===== config.mk =====
export PLATFORM = sky130hd
export DESIGN_NAME = smartcard_clkgen
export DESIGN_NICKNAME = d
export VERILOG_FILES = /design/src/rtl/cks_pkg.sv /design/src/rtl/cks_cfg.sv /design/src/rtl/cks_divider.sv /design/src/rtl/cks_clkout.sv /design/src/rtl/smartcard_clkgen.sv
export SDC_FILE = /design/constraint.sdc
export NUM_CORES = 1
export LEC_CHECK = 0
export ABC_CLOCK_PERIOD_IN_PS = 1000
export BUFFER_PORTS_ARGS = -buffer_cell sky130_fd_sc_hd__buf_4
export CAP_MARGIN = 20
export CORE_UTILIZATION = 30
export CTS_BUF_LIST = sky130_fd_sc_hd__clkbuf_4 sky130_fd_sc_hd__clkbuf_8 sky130_fd_sc_hd__clkbuf_16
export DETAILED_ROUTE_END_ITERATION = 16
export PLACE_DENSITY = 0.58
export SYNTH_ARGS = -nofsm -noshare
export SYNTH_HDL_FRONTEND = slang
export SYNTH_SLANG_ARGS = --single-unit

===== constraint.sdc =====
create_clock -name clk -period 1 [get_ports clk]
set_input_delay 0.05 -clock clk [delete_from_list [all_inputs] [get_ports clk]]
set_output_delay 0.05 -clock clk [all_outputs]
set_load 0.03 [all_outputs]

===== src/rtl/cks_pkg.sv =====
// Shared types for the smart card clock generator.
// Assumes the divider code is two bits wide; the encoding is fixed by the block's requirements.
package cks_pkg;
    localparam int CODE_W = 2;

    typedef enum logic [CODE_W-1:0] {
        CK_STOP = 2'b00,
        CK_DIV2 = 2'b01,
        CK_DIV4 = 2'b10,
        CK_REF  = 2'b11
    } ck_mode_e;
endpackage


===== src/rtl/cks_cfg.sv =====
// Selection register stage.
// Captures the source select and divider code while no activation runs, and
// holds them frozen during activation. Moves the code into the applied mode
// only while the card clock is low. Assumes card_clk comes straight from the
// divider's output register.
module cks_cfg
    import cks_pkg::*;
(
    input  logic     clk,
    input  logic     rst_n,
    input  logic     act_busy,
    input  logic     src_in,
    input  ck_mode_e code_in,
    input  logic     card_clk,
    output logic     src_q,
    output ck_mode_e code_q,
    output ck_mode_e mode_q,
    output logic     rc_sel
);
    // Capture the selection when idle; hold it while activation runs.
    always_ff @(posedge clk) begin
        if (!rst_n) begin
            src_q  <= 1'b0;
            code_q <= CK_STOP;
        end else if (!act_busy) begin
            src_q  <= src_in;
            code_q <= code_in;
        end
    end

    // Apply a new divider code only during the low phase of the card clock.
    always_ff @(posedge clk) begin
        if (!rst_n) begin
            mode_q <= CK_STOP;
        end else if (!card_clk) begin
            mode_q <= code_q;
        end
    end

    // The RC oscillator goes with the divide-by-two code.
    assign rc_sel = (code_q == CK_DIV2);
endmodule


===== src/rtl/cks_divider.sv =====
// Card clock divider.
// Toggles the card clock on source edges: every edge, or every LONG_HALF
// edges, or on the reference enable, or not at all. Assumes every tick is a
// single-cycle pulse in the clk domain.
module cks_divider
    import cks_pkg::*;
#(
    parameter int LONG_HALF = 2
) (
    input  logic     clk,
    input  logic     rst_n,
    input  logic     card_on,
    input  ck_mode_e mode,
    input  logic     src_tick,
    input  logic     ref_tick,
    output logic     card_clk
);
    localparam int PH_W = (LONG_HALF > 1) ? $clog2(LONG_HALF) : 1;
    localparam logic [PH_W-1:0] PH_LAST = PH_W'(LONG_HALF - 1);

    logic [PH_W-1:0] phase;

    // Advance the phase and toggle the card clock for the applied mode.
    always_ff @(posedge clk) begin
        if (!rst_n || !card_on) begin
            card_clk <= 1'b0;
            phase    <= '0;
        end else begin
            unique case (mode)
                CK_STOP: begin
                    card_clk <= 1'b0;
                    phase    <= '0;
                end
                CK_DIV2: begin
                    phase <= '0;
                    if (src_tick) card_clk <= ~card_clk;
                end
                CK_DIV4: begin
                    if (src_tick) begin
                        if (phase == PH_LAST) begin
                            card_clk <= ~card_clk;
                            phase    <= '0;
                        end else begin
                            phase <= phase + 1'b1;
                        end
                    end
                end
                CK_REF: begin
                    phase <= '0;
                    if (ref_tick) card_clk <= ~card_clk;
                end
                default: card_clk <= 1'b0;
            endcase
        end
    end
endmodule


===== src/rtl/cks_clkout.sv =====
// Clock-out forwarder.
// Toggles clk_out on internal oscillator edges, or on the slow enable in
// sleep, and holds it low while the strobe is the source. Assumes single-cycle
// tick pulses.
module cks_clkout (
    input  logic clk,
    input  logic rst_n,
    input  logic hold_low,
    input  logic sleep,
    input  logic int_tick,
    input  logic slow_tick,
    output logic clk_out
);
    logic edge_en;

    // Pick the slow enable while asleep.
    assign edge_en = sleep ? slow_tick : int_tick;

    // Toggle the forwarded clock, or force it low.
    always_ff @(posedge clk) begin
        if (!rst_n || hold_low) begin
            clk_out <= 1'b0;
        end else if (edge_en) begin
            clk_out <= ~clk_out;
        end
    end
endmodule


===== src/rtl/smartcard_clkgen.sv =====
// Smart card clock generator, top level.
// Detects strobe edges, selects the card clock source, divides it, and
// forwards the internal oscillator to clk_out. Assumes all oscillator inputs
// are single-cycle enables in the clk domain and strobe_in is synchronous.
module smartcard_clkgen
    import cks_pkg::*;
#(
    parameter int LONG_HALF = 2
) (
    input  logic                clk,
    input  logic                rst_n,
    input  logic                card_on,
    input  logic                act_busy,
    input  logic                src_strobe_sel,
    input  logic [CODE_W-1:0]   div_code,
    input  logic                sleep,
    input  logic                strobe_in,
    input  logic                xtal_tick,
    input  logic                rc_tick,
    input  logic                ref_tick,
    input  logic                slow_tick,
    output logic                card_clk,
    output logic                clk_out
);
    logic     strobe_d;
    logic     strobe_edge;
    logic     src_q;
    ck_mode_e code_q;
    ck_mode_e mode_q;
    logic     rc_sel;
    logic     int_tick;
    logic     src_tick;

    // Remember the last strobe level so rising edges can be found.
    always_ff @(posedge clk) begin
        if (!rst_n) strobe_d <= 1'b0;
        else        strobe_d <= strobe_in;
    end

    assign strobe_edge = strobe_in & ~strobe_d;
    assign int_tick    = rc_sel ? rc_tick : xtal_tick;
    assign src_tick    = src_q ? strobe_edge : int_tick;

    cks_cfg u_cfg (
        .clk      (clk),
        .rst_n    (rst_n),
        .act_busy (act_busy),
        .src_in   (src_strobe_sel),
        .code_in  (ck_mode_e'(div_code)),
        .card_clk (card_clk),
        .src_q    (src_q),
        .code_q   (code_q),
        .mode_q   (mode_q),
        .rc_sel   (rc_sel)
    );

    cks_divider #(.LONG_HALF(LONG_HALF)) u_div (
        .clk      (clk),
        .rst_n    (rst_n),
        .card_on  (card_on),
        .mode     (mode_q),
        .src_tick (src_tick),
        .ref_tick (ref_tick),
        .card_clk (card_clk)
    );

    cks_clkout u_out (
        .clk       (clk),
        .rst_n     (rst_n),
        .hold_low  (src_q),
        .sleep     (sleep),
        .int_tick  (int_tick),
        .slow_tick (slow_tick),
        .clk_out   (clk_out)
    );
endmodule


==> summary.md, run 1 <==
| Metric | Value |
|---|---|
| Status | complete, but fails checks |
| Failing checks | negative setup slack |
| Post-DP HPWL | 686 um |
| Mapped Avg Cell Area | about 9.5 um^2 |
| Critical path endpoint category | flop |
| Clock Path Buffers | 2 |
| Die area | approximately 1700 um^2 |
| Post-route cell area | ~670 um^2 |
| Post-Syn Area | between 400 and 500 um^2 |
| Number of flops mapped to enable cells by yosys | 0 |
| Max rail drop VDD | ~1.0 mV |
| CP arrival | 1.35 ns |
| DRT Pass-1 Iters | 4 |
| Count leader, synth | dfxtp_1 |
| Cell variety after synth | 23 |
| Number of port buffers | 14 |
| R2r setup slk | -0.18 ns |
| Placed inst area | 602 um^2 |
| Crit path max fanout | 5 |
| Final period util | 118% |
| Final worst slack | -0.179 ns |
| Via density | 4.91 |
| Setup TNS | -0.341 ns |
| I/O pin count | 15 |
| Ratio of cells with drive above 1 in the final layout | between 40 and 50% |
| Achievable Freq | approximately 850 MHz |
| Worst path slowest cell | dfxtp_2 |
| Post-route antenna net violation count | 0 |
| Setup crit start kind | flop |
| Final GP Congestion | between 0.7 and 0.8 |
| Clock Latency Late Sink | about 0.26 ns |
| P_leak | ~0.28 nW |
| Max-Slew Margin vs Limit | a little under nine tenths |
| Pwr Density | about 1200 nW/um^2 |
| Antenna violations before repair | 0 |
| Minimum clock period | 1.18 ns |
| Core Rows | 13 |
| Worst hold path class | primary input to flop |
| Synth Flop Type | dfxtp_1 |
| Largest area contributor in the netlist | dfxtp_1 |
| Max_cap viols | 0 |
| Post-synth top cells | 9 x dfxtp_1, 5 x mux2i_1, 5 x nor2b_1 |
| CTS Sinks | 9 |
| Core Util, Final | between 40% and 50% |
| Clock root cell | clkbuf_4 |
| M1 WL | between 300 and 400 um |
| Die width | slightly above 40 um |
| Drt drc | 0 |
| Worst Path Required | between 1 and 1.5 ns |
| Nets@finish | 84 |
| Syn-to-layout area delta | 45.6% |
| Ys Warns | 0 |
| Syn Nets | 61 |
| Die height | 41.1 um |
| Vias after detailed routing | approximately 420 |
| Slew Limit Fails | 0 |
| WL/cell | approximately 10 um |
| Clk slew on worst S/H paths | 0.06 ns |
| Tightest Pin Transition | between 0.2 and 0.25 ns |
| Core area | ~1400 um^2 |
| Worst path max stage delay | 0.35 ns |
| Top cell type's share of synthesized area | approximately 39% |
| CTS Buf Count | 3 |
| # diodes | 0 |
| CP Cell Sequence | nor2b_4 > o211ai_4 > a221o_1 > a32oi_1 |
| Vias in the first global route | between 300 and 400 |
| Post-Route WL | between 800 and 900 um |
| Largest net degree at the start of global routing | 10 |
| Filler cell count | 145 |
| Post-synthesis sequential area ratio | 39.3% |
| RSZ-0062 raised after global routing | yes |
| H-Tree Depth | 1 |
| WS Path Type | flop to flop |
| GRT Util Overall | approximately an eighth |
| Register bit count reported by yosys | 9 |
| Initial cell density of the core | about a third |
| First-pass GRT wire length | about 1300 um |
| Final setup vio count | 3 |
| Top routing layer used | met3 |
| Met2 WL | between 400 and 500 um |
| Post-synthesis async set-or-reset flop share | 0% |
| Cells after Synth | 48 |
| Layout Skew | 0.00468 ns |
| CTS tree | done |
| Overflow after GRT | 0 |
| Top post-synthesis cells by area | dfxtp_1 39%, mux2i_1 11%, nor2b_1 6.8%, nand3b_1 4.9%, nand2b_1 4.1% |
| WL met3 | 53 um |
| Final Hold Viols | 0 |
| Iter 0 DRT Violations | 3 |
==> stage by stage <==
stage | power [W] | instances | worst slack (ns) | hold WS, ns
floorplan | 0.000476 | 48 | -0.109 | 0.172
global placement | 0.000545 | 79 | -0.164 | 0.267
detailed placement | 0.000547 | 79 | -0.193 | 0.271
CTS | 0.000845 | 84 | -0.197 | 0.0294
global route | 0.000892 | 85 | -0.251 | 0.0391
finish | 0.000833 | 85 | -0.179 | 0.0379
==> timing repair <==
action,in CTS,in global routing
hold buffers,1,0
endpoints found under the hold margin,1,0
pin swaps,0,0
resized for setup,2,1
setup endpoints to repair,3,4
buffers inserted,0,1
==> power by group <==
part | internal (W) | switching [W] | total (W)
Clock | 0.000147 | 0.000128 | 0.000275
Sequential | 0.000378 | 0.0000170 | 0.000395
Combinational | 0.0000948 | 0.0000676 | 0.000162
==> final cells by class <==
class	count	area (um^2)	share of cell area (%)
Multi-Input combinational cell	37	290	43.5
Tap cell	15	18.8	2.81
Clock inverter	1	5.00	0.750
Inverter	2	7.51	1.13
Clock buffer	3	22.5	3.38
Sequential cell	9	185	27.8
Timing Repair Buffer	18	138	20.6
==> path summary, 6_finish.rpt <==
kind                     endpoint             from  depth (start not counted)
hold / removal    u_cfg.code_q[1]      div_code[1]                          3
hold reg to reg       u_div.phase  u_cfg.mode_q[1]                          2
setup reg to reg   u_div.card_clk  u_cfg.code_q[0]                          4
setup / recovery   u_div.card_clk  u_cfg.code_q[0]                          4
==> cell families (layout without fill, tap and decap cells) <==
kind of cell | after synthesis | after routing | synth area share (%)
buf+inv | 2 | 24 | 1.64
flops | 9 | 9 | 39.3
simple gates | 22 | 22 | 30.6
xor+xnor | 1 | 1 | 1.91
mux | 5 | 5 | 10.9
compound gates | 9 | 9 | 15.6
==> worst max-delay path, delay by kind of cell (launching register included) <==
kind,cells,cell delay [ns]
AND/OR/NAND/NOR,1,0.19
flip-flops,1,0.35
AO/OA/AOI/OAI,3,0.55
==> per-layer routing <==
layer	up-vias	track usage, %
met1	190	13.3
met4	0	5.00
met3	0	8.15
met2	10	19.9
met5	-	0
li1	217	-
==> state kept, by name, indices dropped and copies added, names as in the netlist <==
register        flops
u_cfg.code_q        2
u_cfg.mode_q        2
strobe_d            1
u_cfg.src_q         1
u_div.card_clk      1
u_div.phase         1
u_out.clk_out       1
==> cell usage in the layout (no fill, tap or decap), types with 2 or more instances in the layout <==
cell	n
mux2i_1	5
dfxtp_1	5
dfxtp_2	4
nand3b_1	3
nor2b_1	5
nand2b_1	2
buf_4	17
nor2_1	2
nand2_1	3
clkbuf_4	3
inv_1	2
Note: power is estimated with default switching activity, not from simulation.
==> inputs of run 2 (changes only) <==
--- a/config.mk
+++ b/config.mk
@@ -5,13 +5,15 @@
 export SDC_FILE = /design/constraint.sdc
 export NUM_CORES = 1
 export LEC_CHECK = 0
+export ABC_AREA = 1
 export ABC_CLOCK_PERIOD_IN_PS = 1000
 export BUFFER_PORTS_ARGS = -buffer_cell sky130_fd_sc_hd__buf_4
 export CAP_MARGIN = 20
-export CORE_UTILIZATION = 30
+export CORE_AREA = 2 2 39 41
 export CTS_BUF_LIST = sky130_fd_sc_hd__clkbuf_4 sky130_fd_sc_hd__clkbuf_8 sky130_fd_sc_hd__clkbuf_16
 export DETAILED_ROUTE_END_ITERATION = 16
-export PLACE_DENSITY = 0.58
+export DIE_AREA = 0 0 41 43
+export PLACE_DENSITY = 0.62
 export SYNTH_ARGS = -nofsm -noshare
 export SYNTH_HDL_FRONTEND = slang
 export SYNTH_SLANG_ARGS = --single-unit
==> run 2 against run 1 <==
The flow now finishes without violations. Combinational power grew 20%. Routed wire length shrank 1.6%. Hold slack lost 0.0089 ns. Synthesized cell count grew 27%. Via count grew 4.6%. Sequential power grew 5%. Non-clock buffer count shrank 1. Critical path depth grew 3. Area after synthesis shrank 6.3%. Maximum frequency grew 20%. Sequential share of layout area grew 1.4 points. Global-route usage shrank 0.76 points. Largest cell class unchanged. Largest power group unchanged. Highest routed layer is now met4.
==> summary.md, run 2 <==
| Metric | Value |
|---|---|
| Ratio of cells with drive above 1 in the final layout | 42.7% (+1.3 points) |
| DP Worst Slack | -0.0192 ns (+0.174 ns) |
| Sw Ratio | 28.1% (+2.6 points) |
| WL/cell | 8.83 um (-15%) |
| Clock Latency Late Sink | 0.27 ns (about the same) |
| Iter 0 DRT Violations | 7 (+4) |
| Crit path max fanout | 3 (-2) |
| Mapped Avg Cell Area | 7.04 um^2 (-26%) |
| Tightest Pin Transition | 0.199 ns (-0.00560 ns) |
| Sw power | 0.000261 W (+23%) |
| Post-synthesis sequential area ratio | 42.0% (+2.6 points) |
| Max_cap viols | 0 (unchanged) |
| Slew Limit Fails | 0 (unchanged) |
| Non-filler instance count after layout | 98 (+15%) |
| Max-Slew Margin vs Limit | 86.7% (+0.48 points) |
| Layout Skew | 0.00446 ns (-0.000227 ns) |
| Die height | 43 um (+4.7%) |
| CTS tree | done |
| Top post-synthesis cells by area | dfxtp_1 42%, nand2_1 10%, inv_1 9.6%, a21oi_1 8.2%, o21ai_0 5.8% |
| Drt drc | 0 (unchanged) |
| Most common cell after layout, fill and taps aside | buf_4 |
| Antenna violations before repair | 0 (unchanged) |
| First-pass GRT wire length | 1320 um (+0.99%) |
| Clock power frac | 34.5% (+1.5 points) |
| DRT Pass-1 Iters | 2 (-2) |
| Total power | 0.000927 W (+11%) |
| Syn-to-layout area delta | 47.8% |
| Int Power | 0.000666 W (+7.4%) |
| Achievable Freq | 1020 MHz (+20%) |
| CP arrival | 1.14 ns (-0.21 ns) |
| Vias in the first global route | 336 (-1.5%) |
| Seq pwr share | 44.5% (-3.0 points) |
| # diodes | 0 (unchanged) |
| Post-synthesis async set-or-reset flop share | 0% (unchanged) |
| Largest net degree at the start of global routing | 9 (-1) |
| Clk slew on worst S/H paths | 0.07 ns (about the same) |
| Nets@finish | 96 (+14%) |
| Final Hold Viols | 0 (unchanged) |
| Minimum clock period | 0.979 ns (-0.200 ns) |
| Post-Syn Area | 429 um^2 (-6.3%) |
| Post-synth top cells | 12 x nand2_1, 11 x inv_1, 9 x dfxtp_1, 7 x a21oi_1, 5 x o21ai_0 |
| Number of port buffers | 14 (unchanged) |
| Setup crit start kind | flop |
| Core area | 1380 um^2 (+1.3%) |
| Synth Flop Type | dfxtp_1 |
| Post-Route WL | 865 um (-1.6%) |
| Cells after Synth | 61 (+27%) |
| Cell variety after synth | 16 (-30%) |
| Max rail drop VDD | 0.567 mV (-44%) |
| Top cell type's share of synthesized area | 42.0% (+2.6 points) |
| Most frequent cells in the layout | 15 x buf_4, 11 x nand2_1, 8 x inv_1 |
| Largest area contributor in the netlist | dfxtp_1 |
| Post-DP HPWL | 658 um (-4.0%) |
| Number of flops mapped to enable cells by yosys | 0 (unchanged) |
| Pwr Density | 1460 nW/um^2 (+17%) |
| GRT Util Overall | 11.9% (-0.76 points) |
| CTS Buf Count | 3 (unchanged) |
| Overflow after GRT | 0 (unchanged) |
| Clock Path Buffers | 2 (unchanged) |
| H-Tree Depth | 1 (unchanged) |
| P_leak | 0.302 nW (+9.3%) |
| Top flop regs | u_cfg.code_q (2), u_cfg.mode_q (2) |
| Vias after detailed routing | 436 (+4.6%) |
| Via density | 4.45 (-9.3%) |
| Final period util | 97.9% (-20 points) |
| Die width | 41 um (-0.17%) |
| Ys Warns | 0 (unchanged) |
| Register bit count reported by yosys | 9 (unchanged) |
| Initial cell density of the core | 31.0% (-2.5 points) |
| WS Path Type | flop to flop |
| Count leader, synth | nand2_1 |
| Filler cell count | 138 (-4.8%) |
| CTS Sinks | 9 (unchanged) |
| Combinational power share | 21.0% (+1.5 points) |
| Worst Path Required | 1.16 ns (-0.02 ns) |
| Die area | 1760 um^2 (+4.5%) |
| Worst hold path class | primary input to flop |
| Critical path endpoint category | flop |
| Dpl cells | 92 (+16%) |
| Clock root cell | clkbuf_4 |
| Core Rows | 14 (+1) |
| I/O pin count | 15 (unchanged) |
| Post-route antenna net violation count | 0 (unchanged) |
| Syn Nets | 74 (+21%) |
| Final setup vio count | 0 (-3) |
| Final GP Congestion | 0.718 (+1.7%) |
| Final worst slack | 0.0213 ns (+0.200 ns) |
| Status | complete, no violations |
| RSZ-0062 raised after global routing | yes |
-- run 2: changes by cell type after synthesis, sizes merged, moves of 4 or more --
cell and delta:
nand3 +4, a21oi +5, nand2 +10, o21ai +7, nor2b -6, mux2i -5, inv +9
-- run 2: cells by family (layout without fill, tap and decap cells) --
logic type | after synthesis | in the layout | share of synthesized area [%]
AOI/OAI and AO/OA | 14 | 14 | 17.2
xor gates and xnor gates | 1 | 1 | 2.04
buffers and inverters | 12 | 33 | 10.5
DFF | 9 | 9 | 42.0
and+or+nand+nor | 25 | 25 | 28.3
-- run 2: layout make-up --
cell class,instances,area (um^2),area share [%]
clock buffers,4,30.0,4.73
inverters,12,45.0,7.10
multi-input cells,40,221,34.9
flip-flops and latches,9,185,29.2
well taps,16,20.0,3.16
repair buffers,17,133,20.9
-- run 2: what timing repair did --
action	4_1_cts	5_1_grt
resized for setup	5	6
pin swaps	1	5
hold buffers	2	0
setup endpoints to repair	2	3
endpoints found under the hold margin	4	0
buffers inserted	0	0
-- run 2: worst paths after layout --
kind	from	end	cells past startpoint	slack [ns]
max	u_cfg.code_q[1]	u_out.clk_out	7	0.02
min	rst_n	strobe_d	3	0.03
max reg2reg	u_cfg.code_q[1]	u_out.clk_out	7	0.02
min reg2reg	u_cfg.code_q[1]	u_cfg.code_q[1]	2	0.48
-- run 2: worst max-delay path, stage by stage, from the launching register on --
cell and delay, ns:
dfxtp_2 0.32, inv_2 0.06, nand2_2 0.05, nand2_2 0.06, nand2_1 0.06, o21ai_2 0.12, nand2_1 0.05, nor3b_2 0.14
-- run 2: stage by stage --
step | utilization [%] | cell area [um^2] | hold slack [ns] | setup TNS [ns]
2_1_floorplan | - | 429 | 0.139 | 0
3_3_place_gp | 40.6 | 562 | 0.237 | -0.00862
3_5_place_dp | 40.6 | 562 | 0.242 | -0.0288
4_1_cts | 44.9 | 622 | 0.0304 | 0
5_1_grt | 45.8 | 634 | 0.0436 | -0.0773
6_report | 45.8 | 634 | 0.0289 | 0
-- run 2: metal layers --
metal  track usage [%]  vias to the layer above  share of wire (%)
li1                  -                      236                  -
met1              13.0                      185                 44
met2              15.9                       11                 46
met3              3.14                        4                5.9
met4              14.0                        0                4.2
met5                 0                        -                  0
-- run 2: power groups by stage --
stage	Combinational [W]	Clock (W)	Sequential (W)
after floorplan	0.0000942	0	0.000426
after global placement	0.000180	0	0.000413
after detailed placement	0.000182	0	0.000413
after CTS	0.000194	0.000326	0.000408
after global routing	0.000217	0.000337	0.000417
final	0.000194	0.000320	0.000413
==> inputs of run 3 (changes only) <==
--- a/config.mk
+++ b/config.mk
@@ -5,7 +5,7 @@
 export SDC_FILE = /design/constraint.sdc
 export NUM_CORES = 1
 export LEC_CHECK = 0
-export ABC_AREA = 1
+export ABC_AREA = 0
 export ABC_CLOCK_PERIOD_IN_PS = 1000
 export BUFFER_PORTS_ARGS = -buffer_cell sky130_fd_sc_hd__buf_4
 export CAP_MARGIN = 20
@@ -13,7 +13,7 @@
 export CTS_BUF_LIST = sky130_fd_sc_hd__clkbuf_4 sky130_fd_sc_hd__clkbuf_8 sky130_fd_sc_hd__clkbuf_16
 export DETAILED_ROUTE_END_ITERATION = 16
 export DIE_AREA = 0 0 41 43
-export PLACE_DENSITY = 0.62
+export PLACE_DENSITY = 0.64
 export SYNTH_ARGS = -nofsm -noshare
 export SYNTH_HDL_FRONTEND = slang
 export SYNTH_SLANG_ARGS = --single-unit
==> run 3 against run 2 <==
The run now ends with negative setup slack left. Combinational power decreased by 18%. Non-clock buffer count unchanged. Maximum frequency decreased by 14%. Critical endpoint is now u_div.card_clk.
==> summary.md, run 3 (synthesis results as in run 1) <==
| Metric | Value |
|---|---|
| Worst hold slack | 0.0101 ns (-0.0189 ns) |
| Final GP Congestion | 0.688 (-4.1%) |
| Die width | 41 um (unchanged) |
| Core Rows | 14 (unchanged) |
| Achievable Freq | 875 MHz (-14%) |
| Hold Startpoint | strobe_in |
| WL/cell | 10.8 um (+23%) |
| Vias after detailed routing | 414 (-5.0%) |
| DRT Pass-1 Iters | 4 (+2) |
| Failing checks | negative setup slack |
| Final worst slack | -0.143 ns (-0.165 ns) |
| Clock power frac | 35.8% (+1.3 points) |
| Syn-to-layout area delta | 43.4% |
| Critical path endpoint category | flop |
| Minimum clock period | 1.14 ns (+0.165 ns) |
| CTS Sinks | 9 (unchanged) |
| Via density | 4.87 (+9.5%) |
| Clk slew on worst S/H paths | 0.06 ns (about the same) |
| RSZ-0062 raised after global routing | yes |
| Iter 0 DRT Violations | 4 (-3) |
| Top flop regs | u_cfg.code_q (2), u_cfg.mode_q (2) |
| Vias in the first global route | 374 (+11%) |
| Combinational power share | 18.4% (-2.6 points) |
| CP Cell Sequence | nand4bb_1 > o211ai_4 > a221o_1 > a32oi_1 |
| Crit path max fanout | 5 (+2) |
| Status | complete, but fails checks |
| Post-Route WL | 922 um (+6.6%) |
| Drt drc | 0 (unchanged) |
| Tightest Pin Transition | 0.231 ns (+0.0317 ns) |
| Die height | 43 um (unchanged) |
| Core Util, Final | 47.5% (+1.6 points) |
| Most frequent cells in the layout | 17 x buf_4, 5 x mux2i_1, 5 x nor2b_1, 5 x dfxtp_1 |
| Final period util | 114% (+16 points) |
| Largest net degree at the start of global routing | 10 (+1) |
| Most common cell after layout, fill and taps aside | buf_4 |
| Setup crit start kind | flop |
| CTS Buf Count | 3 (unchanged) |
| Post-DP HPWL | 744 um (+13%) |
| Pwr Density | 1310 nW/um^2 (-10%) |
| Max_cap viols | 0 (unchanged) |
| Final setup vio count | 3 (+3) |
| Worst path max stage delay | 0.36 ns (+0.04 ns) |
| Overflow after GRT | 0 (unchanged) |
| Int Power | 0.000652 W (-2.2%) |
| Core area | 1380 um^2 (unchanged) |
| WS Path Type | flop to flop |
| Post-route antenna net violation count | 0 (unchanged) |
| Slew Limit Fails | 0 (unchanged) |
| CP startpoint | u_cfg.code_q[1] |
| Post-CTS setup buffers | 0 (unchanged) |
| Ratio of cells with drive above 1 in the final layout | 40.6% (-2.1 points) |
| Layout Skew | 0.00345 ns (-0.00101 ns) |
| I/O pin count | 15 (unchanged) |
| Initial cell density of the core | 33.1% (+2.1 points) |
| Sw Ratio | 24.3% (-3.9 points) |
| Antenna violations before repair | 0 (unchanged) |
| Clock root cell | clkbuf_4 |
| # diodes | 0 (unchanged) |
| CTS tree | done |
| GRT Util Overall | 13.0% (+1.1 points) |
| P_leak | 0.273 nW (-9.7%) |
| Worst hold path class | primary input to flop |
| Worst path slowest cell | dfxtp_2 |
| CP arrival | 1.32 ns (+0.18 ns) |
| Clock Latency Late Sink | 0.26 ns (about the same) |
| Worst Path Required | 1.18 ns (+0.02 ns) |
| H-Tree Depth | 1 (unchanged) |
| Die area | 1760 um^2 (unchanged) |
| Crit Reg-Reg Startpoint | u_cfg.code_q[1] |
| Clock Path Buffers | 2 (unchanged) |
| Number of port buffers | 14 (unchanged) |
| Sw power | 0.000209 W (-20%) |
| Nets@finish | 83 (-14%) |
| First-pass GRT wire length | 1520 um (+15%) |
| Final Hold Viols | 0 (unchanged) |
| Max-Slew Margin vs Limit | 84.5% (-2.2 points) |
| Max rail drop VDD | 0.717 mV (+26%) |
| Seq pwr share | 45.8% (+1.3 points) |
## run 3: stage by stage
| stage | setup WS, ns | total power (W) | cells | area (um^2) | TNS, ns |
|---|---|---|---|---|---|
| 2_1_floorplan | -0.109 | 0.000476 | 48 | 463 | -0.109 |
| 3_3_place_gp | -0.129 | 0.000549 | 81 | 611 | -0.263 |
| 3_5_place_dp | -0.169 | 0.000552 | 81 | 611 | -0.368 |
| 4_1_cts | -0.155 | 0.000874 | 85 | 657 | -0.320 |
| 5_1_grt | -0.246 | 0.000911 | 85 | 657 | -0.590 |
| 6_report | -0.143 | 0.000861 | 85 | 657 | -0.276 |
## run 3: critical path, delay by kind of cell (launching register included)
family	cells	cell delay [ns]
flops	1	0.36
compound gates	3	0.54
simple gates	1	0.17
## run 3: cell type report
cell class                      instances  area [um^2]
Clock buffer                            4         30.0
Inverter                                2         7.51
Fill cell                             144          727
Sequential cell                         9          185
Tap cell                               16         20.0
Timing Repair Buffer                   17          128
Multi-Input combinational cell         37          287
## run 3: final timing paths
| path | endpoint | slack [ns] | cells after the start |
|---|---|---|---|
| worst max register to register | u_div.card_clk | -0.14 | 4 |
| worst max-delay path | u_div.card_clk | -0.14 | 4 |
| worst min-delay path | strobe_d | 0.01 | 2 |
| worst min register to register | u_div.phase | 0.50 | 2 |
## run 3: timing repair
item,in CTS,in global routing
pin swaps,2,0
setup endpoints to repair,3,3
resized for setup,2,0
hold endpoints to repair,0,0
hold buffers,0,0
## run 3: layer usage
layer	global-route usage [%]	vias to the layer above	share of wire, %
met5	0	-	0
met4	6.00	0	0
met3	4.71	0	3.8
met2	19.4	8	52
met1	16.1	190	44
li1	-	216	-
## run 3: power by group through the flow
stage	logic (W)	registers, W	clock network, W
after floorplan	0.0000664	0.000410	0
after CTS	0.000161	0.000394	0.000319
after global placement	0.000147	0.000402	0
after global routing	0.000174	0.000397	0.000340
final	0.000159	0.000394	0.000308
after detailed placement	0.000150	0.000402	0
